### src/rtl/snap_pkg.sv
package snap_pkg;
  localparam int unsigned ADDR_W   = 4;
  localparam int unsigned DATA_W   = 8;
  localparam int unsigned NUM_REGS = 1 << ADDR_W;
  localparam int unsigned NUM_TIME = 7;

  // readable bits per address; zeros are reserved
  function automatic logic [DATA_W-1:0] reg_mask(input logic [ADDR_W-1:0] a);
    case (a)
      4'h0, 4'h1, 4'h2: reg_mask = 8'h7F;
      4'h3:             reg_mask = 8'h07;
      4'h4:             reg_mask = 8'h3F;
      4'h5:             reg_mask = 8'h9F;
      4'hE:             reg_mask = 8'h9F;
      4'hF:             reg_mask = 8'h83;
      default:          reg_mask = 8'hFF;
    endcase
  endfunction
endpackage

### src/rtl/snap_timeout.sv
module snap_timeout #(
  parameter int unsigned TIMEOUT_CYC = 1000
) (
  input  logic clk_i,
  input  logic rst_ni,
  input  logic scl_i,
  output logic expire_o
);
  localparam int unsigned CNT_W = $clog2(TIMEOUT_CYC + 1);
  localparam logic [CNT_W-1:0] LIMIT = CNT_W'(TIMEOUT_CYC);

  logic [CNT_W-1:0] cnt_q;

  always_ff @(posedge clk_i or negedge rst_ni) begin
    if (!rst_ni)            cnt_q <= '0;
    else if (scl_i)         cnt_q <= '0;
    else if (cnt_q != LIMIT) cnt_q <= cnt_q + 1'b1;
  end

  assign expire_o = (cnt_q == LIMIT);
endmodule

### src/rtl/snap_ctrl.sv
module snap_ctrl
  import snap_pkg::*;
(
  input  logic              clk_i,
  input  logic              rst_ni,
  input  logic              start_i,
  input  logic              addr_load_i,
  input  logic [ADDR_W-1:0] addr_i,
  input  logic              wr_i,
  input  logic              rd_i,
  input  logic              expire_i,
  output logic [ADDR_W-1:0] ptr_o,
  output logic              active_o,
  output logic              wr_go_o,
  output logic              rd_go_o,
  output logic              capture_o
);
  localparam logic [ADDR_W-1:0] LAST = {ADDR_W{1'b1}};

  logic [ADDR_W-1:0] ptr_q;
  logic              active_q;
  logic              load_go, step;

  assign load_go   = active_q & ~start_i & addr_load_i;
  assign wr_go_o   = active_q & ~start_i & ~addr_load_i & wr_i;
  assign rd_go_o   = active_q & ~start_i & ~addr_load_i & ~wr_i & rd_i;
  assign step      = wr_go_o | rd_go_o;
  assign capture_o = start_i | (step & (ptr_q == LAST));

  always_ff @(posedge clk_i or negedge rst_ni) begin
    if (!rst_ni) begin
      ptr_q    <= '0;
      active_q <= 1'b0;
    end else begin
      if (load_go)   ptr_q <= addr_i;
      else if (step) ptr_q <= ptr_q + 1'b1;  // natural wrap at LAST
      if (start_i)       active_q <= 1'b1;
      else if (expire_i) active_q <= 1'b0;
    end
  end

  assign ptr_o    = ptr_q;
  assign active_o = active_q;
endmodule

### src/rtl/snap_store.sv
module snap_store
  import snap_pkg::*;
(
  input  logic                       clk_i,
  input  logic                       rst_ni,
  input  logic [ADDR_W-1:0]          ptr_i,
  input  logic                       wr_go_i,
  input  logic                       rd_go_i,
  input  logic                       capture_i,
  input  logic [DATA_W-1:0]          wdata_i,
  input  logic [NUM_TIME*DATA_W-1:0] live_time_i,
  output logic [DATA_W-1:0]          rdata_o,
  output logic [NUM_TIME-1:0]        time_we_o,
  output logic [DATA_W-1:0]          time_wdata_o
);
  logic [DATA_W-1:0] regs_q [NUM_REGS];
  logic [DATA_W-1:0] wmask;
  logic [DATA_W-1:0] rdata_q;

  assign wmask = wdata_i & reg_mask(ptr_i);

  for (genvar i = 0; i < NUM_REGS; i++) begin : g_reg
    localparam logic [ADDR_W-1:0] IA = ADDR_W'(i);
    if (i < NUM_TIME) begin : g_shadow
      always_ff @(posedge clk_i or negedge rst_ni) begin
        if (!rst_ni)        regs_q[i] <= '0;
        else if (capture_i) regs_q[i] <= live_time_i[i*DATA_W +: DATA_W] & reg_mask(IA);
      end
      assign time_we_o[i] = wr_go_i & (ptr_i == IA);
    end else begin : g_plain
      always_ff @(posedge clk_i or negedge rst_ni) begin
        if (!rst_ni)                        regs_q[i] <= '0;
        else if (wr_go_i && (ptr_i == IA)) regs_q[i] <= wmask;
      end
    end
  end

  always_ff @(posedge clk_i or negedge rst_ni) begin
    if (!rst_ni)      rdata_q <= '0;
    else if (rd_go_i) rdata_q <= regs_q[ptr_i];
  end

  assign rdata_o      = rdata_q;
  assign time_wdata_o = wmask;
endmodule

### src/rtl/snap_regfile.sv
module snap_regfile
  import snap_pkg::*;
#(
  parameter int unsigned TIMEOUT_CYC = 1000
) (
  input  logic                       clk_i,
  input  logic                       rst_ni,
  input  logic                       scl_i,
  input  logic                       start_i,
  input  logic                       addr_load_i,
  input  logic [ADDR_W-1:0]          addr_i,
  input  logic                       wr_i,
  input  logic [DATA_W-1:0]          wdata_i,
  input  logic                       rd_i,
  output logic [DATA_W-1:0]          rdata_o,
  input  logic [NUM_TIME*DATA_W-1:0] live_time_i,
  output logic [NUM_TIME-1:0]        time_we_o,
  output logic [DATA_W-1:0]          time_wdata_o
);
  logic [ADDR_W-1:0] ptr;
  logic active, expire, wr_go, rd_go, capture;

  snap_timeout #(.TIMEOUT_CYC(TIMEOUT_CYC)) u_timeout (
    .clk_i    (clk_i),
    .rst_ni   (rst_ni),
    .scl_i    (scl_i),
    .expire_o (expire)
  );

  snap_ctrl u_ctrl (
    .clk_i       (clk_i),
    .rst_ni      (rst_ni),
    .start_i     (start_i),
    .addr_load_i (addr_load_i),
    .addr_i      (addr_i),
    .wr_i        (wr_i),
    .rd_i        (rd_i),
    .expire_i    (expire),
    .ptr_o       (ptr),
    .active_o    (active),
    .wr_go_o     (wr_go),
    .rd_go_o     (rd_go),
    .capture_o   (capture)
  );

  snap_store u_store (
    .clk_i        (clk_i),
    .rst_ni       (rst_ni),
    .ptr_i        (ptr),
    .wr_go_i      (wr_go),
    .rd_go_i      (rd_go),
    .capture_i    (capture),
    .wdata_i      (wdata_i),
    .live_time_i  (live_time_i),
    .rdata_o      (rdata_o),
    .time_we_o    (time_we_o),
    .time_wdata_o (time_wdata_o)
  );
endmodule

### config.mk
export PLATFORM = sky130hd
export DESIGN_NAME = snap_regfile
export DESIGN_NICKNAME = d
export VERILOG_FILES = /design/src/rtl/snap_pkg.sv /design/src/rtl/snap_timeout.sv /design/src/rtl/snap_ctrl.sv /design/src/rtl/snap_store.sv /design/src/rtl/snap_regfile.sv
export SDC_FILE = /design/constraint.sdc
export NUM_CORES = 1
export LEC_CHECK = 0
export ABC_CLOCK_PERIOD_IN_PS = 3000
export BUFFER_PORTS_ARGS = -buffer_cell sky130_fd_sc_hd__clkbuf_2
export CELL_PAD_IN_SITES_DETAIL_PLACEMENT = 1
export CELL_PAD_IN_SITES_GLOBAL_PLACEMENT = 1
export CORE_MARGIN = 5
export CORE_UTILIZATION = 30
export CTS_CLUSTER_SIZE = 28
export DETAILED_ROUTE_END_ITERATION = 6
export GPL_TIMING_DRIVEN = 0
export PLACE_DENSITY = 0.54
export SYNTH_ARGS = -nofsm -noshare
export SYNTH_HDL_FRONTEND = slang
export SYNTH_HIERARCHICAL = 1
export SYNTH_SLANG_ARGS = --single-unit
### constraint.sdc
create_clock -name clk_i -period 3 [get_ports clk_i]
set_input_delay 0.15 -clock clk_i [delete_from_list [all_inputs] [get_ports clk_i]]
set_output_delay 0.15 -clock clk_i [all_outputs]
set_load 0.05 [all_outputs]
==> results.cfg <==
[setup_path]
rr_worst_depth = 7
cp.arrival_ns = 2.70
crit_type = register to primary output
timing.rr.end = u_store/regs_q[125]$_DFFE_PN0P_
max_stage_delay_ns = 0.91
r2r_start = u_ctrl/active_o$_DFFE_PN0P_
cp_slowest_cell = a31oi_1
r2r_slack_ns = 0.21
cp_max_fo = 10
crit_path_end_kind = primary output
cp-start-kind = register
cp.required_ns = 2.85
worstPathCellList = buf_4, buf_1, a31oi_1, clkbuf_2

[finish]
area_growth_pct = 29.2
num-nets-final = 724
drive_gt1_frac = 0.425
antenna_cells = 0
mostFrequentLayoutCell = dfrtp_1
final_cell_mix = dfrtp_1 (139), mux2_2 (115), clkbuf_2 (83), dlygate4sd3_1 (52), nor2_1 (19)

[clocking]
cts_buffers = 17
clk_latency_ns = 0.43
cts-htree-levels = 4
cts_buffer_depth = 2
cts_sinks = 139
cts_root_buffer = clkbuf_16
postCtsSetupBuffers = 0
cts_tree = done
path_clk_slew_ns = 0.06

[sta]
worst_pin_slew_ns = 1.07
slew_violations = 0
finalCritPeriodShare = 0.949
slew_headroom = 0.284
finalSetupViolations = 0
finalClockSkew_ns = 0.0149
timing.final.ws_setup_ns = 0.153
max_freq_ghz = 0.351
hold_violations = 0
period_minus_slack_ns = 2.85
rsz0062_at_grt = false

[routing]
wire_per_inst_um = 20.8
ant_nets = 0
drtIter0Drc = 226
dr.pass1.iters = 6
drt_wl_total_mm = 19.5
viasPerCell = 5.05
drc = 0
via_count = 4739

[placed_design]
port_buffers = 84
hpwl_mm = 13.9
place_congestion = 0.770
pre_cts_ws_ns = 0.170

[power_and_ir_drop]
finalPower_mw = 6.33
cellPowerDensity_nw_per_um2 = 727
ir_drop_v = 0.000313
leakage_nw = 3.92

[hold_path]
worstHoldStart = addr_load_i
hold_class = input port to register
holdPathEnd = u_ctrl/ptr_o[3]$_DFFE_PN0P_
hold_depth = 4

[job]
max_cap_violations = 0

[grt]
antenna_found_initial = 0
grt_usage = 0.160
grt_pass1_vias = 5291
grt_max_degree = 81
grt_pass1_wl_mm = 31.7
grt.overflow.total = 0

[synth]
synth_top_area_share = 0.517
syn_area_sq_um = 6730
synth_nets = 569
synthArstFlopShare = 1.00
avgSynthCellArea_sq_um = 13.7
ys_seq_area_frac = 0.517
synthCells = 491
synth_cell_type_count = 61
ys.flop_type = dfrtp_1
synth_warnings = 6
ys_ff_latch = 139
yosys.area.top_type = dfrtp_1
synthTopCellsByArea = dfrtp_1 (52%), mux2_2 (19%), mux4_1 (4.7%)
synth-edff-count = 0

[floorplan]
die_y_um = 160
initial_utilization = 0.306
fp-row-count = 54
dieArea_sq_um = 25500
ioPinCount = 98
core_sq_um = 22000
die_w_um = 160

[run_status]
status = finished clean
## critical path, delay by kind of cell, from the launching register on
kind / cells / cell delay (ns)
buffers and inverters: 3 / 0.92
DFF: 1 / 0.43
AOI/OAI and AO/OA: 1 / 0.91
## final cells by class
class,count,area [sq um]
fill,2282,13300
sequential,139,3480
multi-input combinational,315,3020
timing repair buffer,136,967
clock buffer,20,457
tap,280,350
buffer,28,204
clock inverter,12,189
inverter,9,33.8
## cell usage after synthesis (4+ instances only)
| cell type | number |
|---|---|
| o21ai_0 | 9 |
| nor3_1 | 5 |
| mux2i_1 | 11 |
| or4_1 | 4 |
| mux2_2 | 115 |
| nor2_1 | 19 |
| inv_1 | 8 |
| nand2_1 | 11 |
| a31oi_1 | 11 |
| buf_4 | 7 |
| mux4_1 | 12 |
| nand3_1 | 9 |
| buf_6 | 6 |
| nand4_1 | 4 |
| nor2_4 | 6 |
| o31ai_1 | 8 |
| nor2b_1 | 12 |
| mux4_2 | 9 |
| dfrtp_1 | 139 |
| a21oi_1 | 13 |
| o22ai_1 | 5 |
| buf_1 | 4 |
| clkbuf_1 | 7 |
## flip-flops by register name, summed over array words and instances (netlist names)
| register | count |
|---|---|
| u_ctrl/active_o | 1 |
| u_ctrl/ptr_o | 4 |
| u_store/rdata_o | 8 |
| u_store/regs_q | 116 |
| u_timeout/cnt_q | 10 |
## routing by layer
layer | vias to the layer above | track usage | share of wire
li1 | 2145 | - | -
met5 | - | 0 | 0
met1 | 2467 | 0.223 | 0.48
met3 | 12 | 0.0314 | 0.044
met4 | 0 | 0.0462 | 0.010
met2 | 115 | 0.254 | 0.47
## how the worst max path moves through the flow
stage	startpoint	to	slack, ns
after global routing	u_ctrl/ptr_o[0]$_DFFE_PN0P_	time_wdata_o[2]	0.02
after floorplan	u_ctrl/ptr_o[0]$_DFFE_PN0P_	u_store/regs_q[10]$_DFFE_PN0P_	0.71
after detailed placement	u_ctrl/active_o$_DFFE_PN0P_	u_store/regs_q[125]$_DFFE_PN0P_	0.17
final	u_ctrl/ptr_o[0]$_DFFE_PN0P_	time_wdata_o[2]	0.15
after CTS	u_ctrl/active_o$_DFFE_PN0P_	time_we_o[6]	0.07
after global placement	rst_ni	u_store/regs_q[113]$_DFFE_PN0P_	-0.60
## kinds of logic after synthesis
group | synth area share
buf+inv | 0.0353
mux | 0.286
compound gates | 0.0608
flops | 0.517
xor+xnor | 0.00391
simple gates | 0.0917
fa+ha+maj | 0.00558
## metrics by stage
stage / setup TNS, ns / instance area [sq um] / hold WS [ns] / cells / utilization
after global placement: -81.42 / 7500 / 0.382 / 855 / 0.342
final: 0 / 8700 / 0.158 / 939 / 0.396
after global routing: 0 / 8700 / 0.160 / 939 / 0.396
after floorplan: 0 / 6730 / -0.146 / 491 / -
after CTS: 0 / 8690 / 0.133 / 939 / 0.396
after detailed placement: 0 / 7540 / 0.181 / 856 / 0.343
## power by group
group          switching [mW]  internal (mW)  total (mW)  leakage (nW)
sequential              0.234           2.26        2.49          1.76
clock                   0.847           1.45        2.29         0.311
combinational           0.801          0.739        1.54          1.85
total                    1.88           4.44        6.33          3.92
## repair_timing
action / in CTS / in global routing
endpoints found under the hold margin: 118 / 0
endpoints found under the setup margin: 0 / 4
gates resized for setup: 0 / 1
hold buffers: 51 / 0
No activity file was read; power rests on OpenSTA's default activity.
